**src/rtl/sfifo_pkg.sv**
```systemverilog
package sfifo_pkg;

    // Per-strobe event bundle produced by the synchronizer
    typedef struct packed {
        logic active;   // synchronized strobe is low
        logic lead;     // high-to-low transition seen this cycle
        logic trail;    // low-to-high transition seen this cycle
    } strobe_ev_t;

    localparam int unsigned NUM_STROBES = 2;
    localparam int unsigned STB_WR      = 0;
    localparam int unsigned STB_RD      = 1;

endpackage

```
**src/rtl/sfifo_strobe_sync.sv**
```systemverilog
module sfifo_strobe_sync
    import sfifo_pkg::*;
#(
    parameter int unsigned STAGES = 2
) (
    input  logic       clk,
    input  logic       rst_n,
    input  logic       strobe_n,
    output strobe_ev_t ev
);
    localparam int unsigned CW = STAGES + 1;

    logic [CW-1:0] chain_d, chain_q;

    always_comb begin
        chain_d = {chain_q[CW-2:0], strobe_n};
    end

    always_ff @(posedge clk or negedge rst_n) begin
        if (!rst_n) chain_q <= '1;
        else        chain_q <= chain_d;
    end

    always_comb begin
        ev.active = ~chain_q[STAGES-1];
        ev.lead   = chain_q[STAGES] & ~chain_q[STAGES-1];
        ev.trail  = ~chain_q[STAGES] & chain_q[STAGES-1];
    end
endmodule

```
**src/rtl/sfifo_store.sv**
```systemverilog
module sfifo_store #(
    parameter int unsigned DW    = 9,
    parameter int unsigned DEPTH = 512,
    localparam int unsigned AW   = $clog2(DEPTH)
) (
    input  logic          clk,
    input  logic          we,
    input  logic [AW-1:0] waddr,
    input  logic [DW-1:0] wdata,
    input  logic [AW-1:0] raddr,
    output logic [DW-1:0] rdata
);
    logic [DW-1:0] cells [DEPTH];

    always_ff @(posedge clk) begin
        if (we) cells[waddr] <= wdata;
    end

    assign rdata = cells[raddr];
endmodule

```
**src/rtl/sfifo_ctrl.sv**
```systemverilog
module sfifo_ctrl
    import sfifo_pkg::*;
#(
    parameter int unsigned DW        = 9,
    parameter int unsigned DEPTH     = 512,
    parameter int unsigned ACC_DELAY = 2,
    parameter int unsigned HZ_DELAY  = 1,
    localparam int unsigned AW       = $clog2(DEPTH),
    localparam int unsigned PW       = AW + 1,
    localparam int unsigned MAXD     = (ACC_DELAY > HZ_DELAY) ? ACC_DELAY : HZ_DELAY,
    localparam int unsigned CW       = $clog2(MAXD + 1)
) (
    input  logic          clk,
    input  logic          rst_n,
    input  strobe_ev_t    wr_ev,
    input  strobe_ev_t    rd_ev,
    output logic          mem_we,
    output logic [AW-1:0] mem_waddr,
    output logic [AW-1:0] mem_raddr,
    input  logic [DW-1:0] mem_rdata,
    output logic [DW-1:0] dout,
    output logic          dout_oe,
    output logic          empty_n,
    output logic          full_n
);
    localparam logic [PW-1:0] FULL_GAP = {1'b1, {AW{1'b0}}};
    localparam logic [CW-1:0] ACC_LD   = CW'(ACC_DELAY);
    localparam logic [CW-1:0] HZ_LD    = CW'(HZ_DELAY);

    typedef struct packed {
        logic [PW-1:0] wptr;
        logic [PW-1:0] rptr;
        logic          empty_n;
        logic          full_n;
        logic          rd_hold;   // read strobe low on empty buffer, waiting for a word
        logic          wr_hold;   // write strobe low on full buffer, waiting for a slot
        logic          pass_pend; // flow-through word written last cycle
        logic [CW-1:0] acc_cnt;
        logic [CW-1:0] hz_cnt;
        logic [DW-1:0] stage;
        logic [DW-1:0] dout;
        logic          oe;
    } ctrl_t;

    ctrl_t st_d, st_q;
    logic  is_empty, is_full, wr_go, rd_go;

    always_comb begin
        st_d     = st_q;
        is_empty = (st_q.wptr == st_q.rptr);
        is_full  = ((st_q.wptr ^ st_q.rptr) == FULL_GAP);
        wr_go    = 1'b0;
        rd_go    = 1'b0;

        // write side: strobe edge, or a held strobe waiting on a freed slot
        if (wr_ev.lead) begin
            if (!is_full) wr_go = 1'b1;
            else          st_d.wr_hold = 1'b1;
        end
        if (st_q.wr_hold && !is_full) begin
            wr_go        = 1'b1;
            st_d.wr_hold = 1'b0;
        end
        if (wr_ev.trail) st_d.wr_hold = 1'b0;
        if (wr_go) st_d.wptr = st_q.wptr + 1'b1;

        // read side: strobe edge, or a word arriving under a held strobe
        if (rd_ev.lead) begin
            if (!is_empty) rd_go = 1'b1;
            else           st_d.rd_hold = 1'b1;
        end
        st_d.pass_pend = 1'b0;
        if (st_q.rd_hold && wr_go && is_empty) begin
            st_d.pass_pend = 1'b1;
            st_d.rd_hold   = 1'b0;
        end
        if (st_q.pass_pend) rd_go = 1'b1;
        if (rd_ev.trail) st_d.rd_hold = 1'b0;

        // access delay counter
        if (st_q.acc_cnt != '0) begin
            st_d.acc_cnt = st_q.acc_cnt - 1'b1;
            if (st_q.acc_cnt == CW'(1)) begin
                st_d.dout = st_q.stage;
                st_d.oe   = 1'b1;
            end
        end
        // release delay counter
        if (st_q.hz_cnt != '0) begin
            st_d.hz_cnt = st_q.hz_cnt - 1'b1;
            if (st_q.hz_cnt == CW'(1)) st_d.oe = 1'b0;
        end
        if (rd_ev.trail) st_d.hz_cnt = HZ_LD;

        if (rd_go) begin
            st_d.rptr    = st_q.rptr + 1'b1;
            st_d.stage   = mem_rdata;
            st_d.acc_cnt = ACC_LD;
        end

        st_d.empty_n = (st_d.wptr != st_d.rptr);
        st_d.full_n  = ((st_d.wptr ^ st_d.rptr) != FULL_GAP);

        mem_we    = wr_go;
        mem_waddr = st_q.wptr[AW-1:0];
        mem_raddr = st_q.rptr[AW-1:0];
    end

    always_ff @(posedge clk or negedge rst_n) begin
        if (!rst_n) begin
            st_q         <= '0;
            st_q.empty_n <= 1'b0;
            st_q.full_n  <= 1'b1;
        end else begin
            st_q <= st_d;
        end
    end

    assign dout    = st_q.dout;
    assign dout_oe = st_q.oe;
    assign empty_n = st_q.empty_n;
    assign full_n  = st_q.full_n;
endmodule

```
**src/rtl/sfifo_flowthru.sv**
```systemverilog
module sfifo_flowthru
    import sfifo_pkg::*;
#(
    parameter int unsigned DW          = 9,
    parameter int unsigned DEPTH       = 512,
    parameter int unsigned ACC_DELAY   = 2,
    parameter int unsigned HZ_DELAY    = 1,
    parameter int unsigned SYNC_STAGES = 2
) (
    input  logic          clk,
    input  logic          rst_n,
    input  logic          wr_n,
    input  logic          rd_n,
    input  logic [DW-1:0] din,
    output logic [DW-1:0] dout,
    output logic          dout_oe,
    output logic          empty_n,
    output logic          full_n
);
    localparam int unsigned AW = $clog2(DEPTH);

    logic [NUM_STROBES-1:0] strobe_raw;
    strobe_ev_t             strobe_ev [NUM_STROBES];
    logic                   mem_we;
    logic [AW-1:0]          mem_waddr, mem_raddr;
    logic [DW-1:0]          mem_rdata;

    assign strobe_raw[STB_WR] = wr_n;
    assign strobe_raw[STB_RD] = rd_n;

    for (genvar g = 0; g < NUM_STROBES; g++) begin : g_sync
        sfifo_strobe_sync #(.STAGES(SYNC_STAGES)) u_sync (
            .clk      (clk),
            .rst_n    (rst_n),
            .strobe_n (strobe_raw[g]),
            .ev       (strobe_ev[g])
        );
    end

    sfifo_store #(.DW(DW), .DEPTH(DEPTH)) u_store (
        .clk   (clk),
        .we    (mem_we),
        .waddr (mem_waddr),
        .wdata (din),
        .raddr (mem_raddr),
        .rdata (mem_rdata)
    );

    sfifo_ctrl #(
        .DW(DW), .DEPTH(DEPTH), .ACC_DELAY(ACC_DELAY), .HZ_DELAY(HZ_DELAY)
    ) u_ctrl (
        .clk       (clk),
        .rst_n     (rst_n),
        .wr_ev     (strobe_ev[STB_WR]),
        .rd_ev     (strobe_ev[STB_RD]),
        .mem_we    (mem_we),
        .mem_waddr (mem_waddr),
        .mem_raddr (mem_raddr),
        .mem_rdata (mem_rdata),
        .dout      (dout),
        .dout_oe   (dout_oe),
        .empty_n   (empty_n),
        .full_n    (full_n)
    );
endmodule

```
**config.mk**
```make
export PLATFORM = sky130hd
export DESIGN_NAME = sfifo_flowthru
export DESIGN_NICKNAME = d
export VERILOG_FILES = /design/src/rtl/sfifo_pkg.sv /design/src/rtl/sfifo_strobe_sync.sv /design/src/rtl/sfifo_store.sv /design/src/rtl/sfifo_ctrl.sv /design/src/rtl/sfifo_flowthru.sv
export SDC_FILE = /design/constraint.sdc
export NUM_CORES = 2
export LEC_CHECK = 0
export BUFFER_PORTS_ARGS = -buffer_cell sky130_fd_sc_hd__buf_2
export CAP_MARGIN = 20
export CORE_ASPECT_RATIO = 0.7
export CORE_MARGIN = 10
export CORE_UTILIZATION = 25
export CTS_BUF_LIST = sky130_fd_sc_hd__clkbuf_8
export DETAILED_ROUTE_END_ITERATION = 16
export GPL_ROUTABILITY_DRIVEN = 0
export HOLD_SLACK_MARGIN = 0.1
export PLACE_DENSITY = 0.49
export SLEW_MARGIN = 30
export SYNTH_ARGS = -nofsm -noshare
export SYNTH_HDL_FRONTEND = slang
export SYNTH_MEMORY_MAX_BITS = 65536
export SYNTH_SLANG_ARGS = --single-unit
```
**constraint.sdc**
```tcl
create_clock -name clk -period 9.2 [get_ports clk]
set_clock_uncertainty 0.2 [all_clocks]
set_input_delay 1.84 -clock clk [delete_from_list [all_inputs] [get_ports clk]]
set_output_delay 1.84 -clock clk [all_outputs]
set_load 0.02 [all_outputs]
```
Yosys cells after proc, flatten, opt, wreduce, memory -nomap -nowiden
Memory sizes are Yosys's and may differ from the RTL's. A register that Yosys moved wholly into a read port is not among the register bits.
Index checks and enable logic that the tools add are counted.
{ "classes": {"reduce_logical": 16, "mux": 27, "eq_ne": 6, "bitwise": 10, "addsub": 4} }
{ "ops": {"columns": ["operator", "count"], "rows": [
  ["$mux 1", 21],
  ["$add 10x1->10 const B", 2],
  ["$mux 10", 2],
  ["$xor 10x10->10", 2],
  ["$reduce_bool 3->1", 4],
  ["$eq 10x10->1", 1],
  ["$eq 10x10->1 const B", 1],
  ["$ne 10x10->1", 1],
  ["$ne 10x10->1 const B", 1],
  ["$mux 2", 4],
  ["$reduce_bool 2->1", 4],
  ["$reduce_and 2->1", 3],
  ["$and 1x1->1", 4],
  ["$eq 2x1->1 const B", 2],
  ["$not 1->1", 4],
  ["$sub 2x1->2 const B", 2],
  ["$logic_and 1x1->1", 3],
  ["$logic_not 1->1", 2]
]} }
{ "totals": {"input_bits": 13, "ff_bits": 45, "ramBits": 4608, "n_memories": 1, "out_inout_bits": 12, "wordCells": 77} }
{ "memory_table": {"columns": ["name", "depth", "width", "read_ports", "rd_clocked_by_memory_dff", "wr", "line", "source"], "rows": [
  ["u_store.cells", 512, 9, 1, 1, 1, "sfifo_store.sv:13", "logic [DW-1:0] cells [DEPTH];"]
]} }

Logic depth before layout (Yosys ltp)
{ "logic_depth": {"depth_word": 9, "ltp_mapped": 15, "mapped_depth_nobuf": 9} }

Cells and area by module
Synthesis repeated with hierarchy kept, for this count alone.
{ "hier_totals": {"hier_cells": 9104, "area_unflattened_um2": 182112.2} }
{ "by_module_without_submodules": {"columns": ["module", "instances", "seq_area_each_um2", "area_per_inst_um2", "cells_per_inst"], "rows": [
  ["sfifo_store", 1, 138372.7, 179434.6, 8879],
  ["sfifo_ctrl", 1, 1202.4, 2482.4, 213],
  ["sfifo_strobe_sync", 2, 78.8, 97.6, 6]
]} }

Worst setup path after synthesis
No wires, ideal clock.
{ "synth_timing": {"path_kind": "reg2reg", "from": "register u_ctrl.st_q, in the netlist u_ctrl.mem_raddr[0]", "to": "memory u_store.cells[128][0] (enable)", "period_less_slack_ns": 3.107, "arrival_time_ns": 2.533, "setup_ns": 0.374, "stages_incl_launch_ff": 10, "n_path_buf": 3, "setup_slack_ns": 6.093, "required_time_ns": 8.626, "cell_sequence": "dfrtp_1 > buf_6 > xor2_1 > nor4_2 > a41oi_1 > buf_2 > nor3b_1 > nand2_1 > clkbuf_1 > nor2_1"} }
{ "synth_between": {"elab_chain_len": 7, "word_cells_on_any_way": 9, "classes_between": "1 x eq/ne; 5 x mux; 1 x bitwise; 2 x reduce/logical"} }
{ "synth_lines": {"columns": ["item", "line", "source"], "rows": [
  ["from (decl)", "sfifo_ctrl.sv:45", "ctrl_t st_d, st_q;"],
  ["from (signal assigned)", "sfifo_ctrl.sv:115", "st_q <= st_d;"],
  ["$xor 10x10->10 *", "sfifo_ctrl.sv:51", "is_full = ((st_q.wptr ^ st_q.rptr) == FULL_GAP);"],
  ["$eq 10x10->1 *", "sfifo_ctrl.sv:51", null],
  ["$mux 1 / $logic_not 1->1 (equally long branches)", null, null],
  ["$mux 1 / $logic_and 1x1->1 (equally long branches)", "sfifo_ctrl.sv:56, sfifo_ctrl.sv:60", null],
  ["$mux 1 *", "sfifo_ctrl.sv:60", "if (st_q.wr_hold && !is_full) begin"],
  ["$mux 1 *", "sfifo_store.sv:16", "if (we) cells[waddr] <= wdata;"],
  ["$mux 1 (implied by the code) *", "sfifo_store.sv:16", null],
  ["to (decl)", "sfifo_store.sv:13", null]
]} }
Mark *: on every way between the ends. The rest lies on a longest branch, timed or not.

Final worst setup path
{ "layout_timing": {"from": "register u_ctrl.st_q, in the netlist u_ctrl.mem_raddr[3]", "to": "register, netlist name u_ctrl.st_q[18]"} }
{ "layout_between": {"elab_chain_len": 4} }
{ "layout_lines": {"columns": ["item", "line", "source"], "rows": [
  ["$eq 10x10->1", "sfifo_ctrl.sv:50", "is_empty = (st_q.wptr == st_q.rptr);"],
  ["$mux 1", "sfifo_ctrl.sv:69", "if (!is_empty) rd_go = 1'b1;"],
  ["$mux 1", "sfifo_ctrl.sv:68", "if (rd_ev.lead) begin"],
  ["$mux 1", "sfifo_ctrl.sv:77", "if (st_q.pass_pend) rd_go = 1'b1;"]
]} }
Several ways; a longest one is shown, not always the timed one.
A chain may end at the register's enable or synchronous reset.

==> results.md <==
- Worst path depth: 11
- Buf/Inv on CP: 3
- Top Family by Delay on Critical Path: simple AND/OR/NAND/NOR gates
- Critical path's most frequent cell: buf_4
- Adder-cell share of the synthesized area: 0.0895%
- Vias in the first global route: approximately 96,000
- Largest net degree at the start of global routing: approximately 180
- Fillcell total: 70,600
- Share of the yosys chip area belonging to registers: between 70% and 80%
- Total gr overflow: 0
- Row count: ~260
- Final hold slack: between 0.15 and 0.2 ns
- Compound-Gate Fraction of Synth Area: under 10%
- Buffers on Ports: 24
- Fmax: 0.162 GHz
- Synth warn: 0
- Top cells by area, synth: edfxtp_1 (76%), mux4_2 (11%), mux2i_1 (3.4%)
- Pleak: between 60 and 70 nW
- Slowest Stage Delay on Critical Path: roughly 0.98 ns
- CTS tree: yes
- Crit-path cells: buf_4, and2_2, buf_4, o221ai_1, o22ai_1, a2111oi_0, buf_4, a211oi_1, nand4_1, nor3_1, nor3_1
- Placement Setup Slack: between 3 and 4 ns
- FF-to-FF End: u_ctrl.st_q[18]
- DRT Pass-1 Iters: 6
- PostCTS Resize Cnt: 0
- Drt wl/cell: about 31 microns
- Critical path class: flop to flop
- Hold Crit Class: flop to flop
- Starting DRT DRC Count: approximately 15,000
- Critical path capture point type: flop
- R2R Setup Slk: 3.04 ns
- Routed wire length: slightly above 600,000 microns
- Worst path required time: 10.04 ns
- CTS H-Tree Depth: 6
- DP HPWL: ~370,000 microns
- Worst-margin pin slew: 1.12 ns
- Synthesized cell area: 182,000 sq um
- Setup violations, final: 0
- Synth-to-layout area growth: 13.6%
- Core area: 723,000 sq um
- Cell count after synthesis: 8,912
- Clk_lat worst skew: 1.23 ns
- # IOs: 25
- Post-CTS Setup Inserts: 0
- Max IR drop VDD: approximately 230 uV
- Worst-path clk slew: ~0.080 ns
- Run status: completed
- Die Wd: slightly above 1000 microns
- Critical path arrival: approximately 7 ns
- Synth Flop Type: edfxtp_1
- Syn Area/Cell: roughly 20 sq um
- Mapped Nets: roughly 8,900
- Root buf cell: clkbuf_8
- # hold bufs at CTS: 0
- Post-route DRC: 0
- Final net count: between 9,000 and 10,000
- Vias: slightly below 100k
- Area share of the largest cell type after synthesis: roughly 76%
- Global-route wire length before repair: around 830,000 microns
- Rel. slew slack: 25.5%
- CTS Buffer Depth: 4
- Final Hold Fails: 0
- Seq cells post-synth: 4,662
- XOR/XNOR share of the synthesized area: less than 1%
- Initial Util: 25.1%
- Simple-gate share of the synthesized area: 2.65%
- FFs w/ async S/R, synth: 1.16%
- Final period util: ~67%
- Setup TNS: 0 ns
- Critical path startpoint category: flop
- Tmin final: ~6.2 ns
- Final worst slack: 3.04 ns
- Yosys cell types: 82
- CP endpoint: u_ctrl.st_q[18]
- Unrepaired setup endpoints after global routing: no
- RR Startpoint: u_ctrl.mem_raddr[3]
- Setup crit start: u_ctrl.mem_raddr[3]
- Register area: around 140,000 sq um
- Synth top cells by count: edfxtp_1 (4,608), mux4_2 (906), nor2_1 (637)
- Final ANT Viol Nets: 0
- TritonCTS buffer count: 661
- Synth area leader: edfxtp_1
- Fin. max-slew vios: 0
- DIE HEIGHT: around 730 microns
- Multi-input gate area: about 40,000 sq um
- Initial antenna violation count: 80
- Max-Cap Viols: 0
- Sinks on Clock Net: between 4,000 and 5,000
- EDFF count, synth: about 4,600
- Via density: 5.01
- Most instantiated library cell after synthesis: edfxtp_1
- GRT Overall Usage: between 15 and 20%
- Main combinational cell family by area after synthesis: multiplexers
- Pwr Total: approximately 0.057 W
- Max FO, Critical Path: 38
- Mux share of post-synthesis cell area: between 10% and 20%
- R2R depth: 11
- Die ar.: between 700,000 and 800,000 sq um
- CP max stage cell: dfrtp_4
- PwrDens: about 280 nW/um^2
- Layout cells sized above 1: a little under a quarter
## state kept, by name, indices dropped and copies added (netlist names)
name and flops:
u_ctrl.dout 9, u_ctrl.st_q 18, u_ctrl.empty_n 1, u_ctrl.mem_waddr 9
u_ctrl.dout_oe 1, u_ctrl.full_n 1, u_store.cells 4608, g_sync.u_sync.chain_q 6
u_ctrl.mem_raddr 9
## layout make-up
cell class	count	share of cell area [%]
Multi-Input combinational cell	3662	19.2
Antenna cell	23	0.0279
Clock buffer	668	4.45
Timing Repair Buffer	294	1.47
Clock inverter	519	1.37
Inverter	20	0.0436
Sequential cell	4662	67.7
Tap cell	9599	5.82
## layer usage
layer	vias up	GRT usage, %	share of wire, %
li1	37800	-	-
met1	52700	23.2	44
met2	6168	21.2	41
met3	790	5.15	13
met4	24	3.29	2.1
met5	-	0	0.032
## power by group
group | internal (W) | switching, W
clock network | 0.00724 | 0.00840
logic | 0.00618 | 0.0114
registers | 0.0234 | 0.000318
total | 0.0369 | 0.0201
## worst min path at each step
stage | start | end | slack [ns] | cells after the start
6_report | g_sync[0].u_sync.chain_q[0] | g_sync[0].u_sync.chain_q[1] | 0.16 | 0
2_1_floorplan | g_sync[0].u_sync.chain_q[0] | g_sync[0].u_sync.chain_q[1] | 0.15 | 0
3_5_place_dp | g_sync[0].u_sync.chain_q[0] | g_sync[0].u_sync.chain_q[1] | 0.15 | 0
4_1_cts | g_sync[0].u_sync.chain_q[0] | g_sync[0].u_sync.chain_q[1] | 0.16 | 0
5_1_grt | g_sync[0].u_sync.chain_q[0] | g_sync[0].u_sync.chain_q[1] | 0.16 | 0
3_3_place_gp | g_sync[0].u_sync.chain_q[0] | g_sync[0].u_sync.chain_q[1] | 0.15 | 0
## metrics by stage
step | area [sq um] | util (%) | cells
finish | 207000 | 28.6 | 19400
global route | 206000 | 28.5 | 19400
CTS | 206000 | 28.5 | 19400
detailed placement | 194000 | 26.8 | 18200
global placement | 193000 | 26.7 | 18200
floorplan | 182000 | - | 8912
## worst reg2reg max path, cell delays in order (launching register included)
cell       delay (ns)
dfrtp_4          0.98
buf_4            0.58
and2_2           0.63
buf_4            0.67
o221ai_1         0.45
o22ai_1          0.27
a2111oi_0        0.11
buf_4            0.23
a211oi_1         0.24
nand4_1          0.61
nor3_1           0.88
nor3_1           0.14
## layout by cell type, fill, tap and decap left out, types with 38 or more instances in the layout
cell         n
clkinv_2    66
inv_1      219
nand3_1     68
clkbuf_8   668
o221ai_1   205
mux2i_1    607
nand2_1    179
nor3_1      55
a22oi_1     73
dfrtp_1     41
a21oi_1    192
nor2_2     157
edfxtp_1  4608
buf_12      44
clkinv_1   179
nor2_1     477
buf_4      207
o21ai_0     88
o22ai_1    154
mux4_2     906
a211oi_1    38
## cell families after synthesis
group | count (synthesis)
DFF | 4662
and+or+nand+nor | 1126
xor gates and xnor gates | 37
muxes | 1554
adders and majority gates | 13
AOI/OAI and AO/OA | 932
buffers and inverters | 588
(Power assumes the default switching activity.)
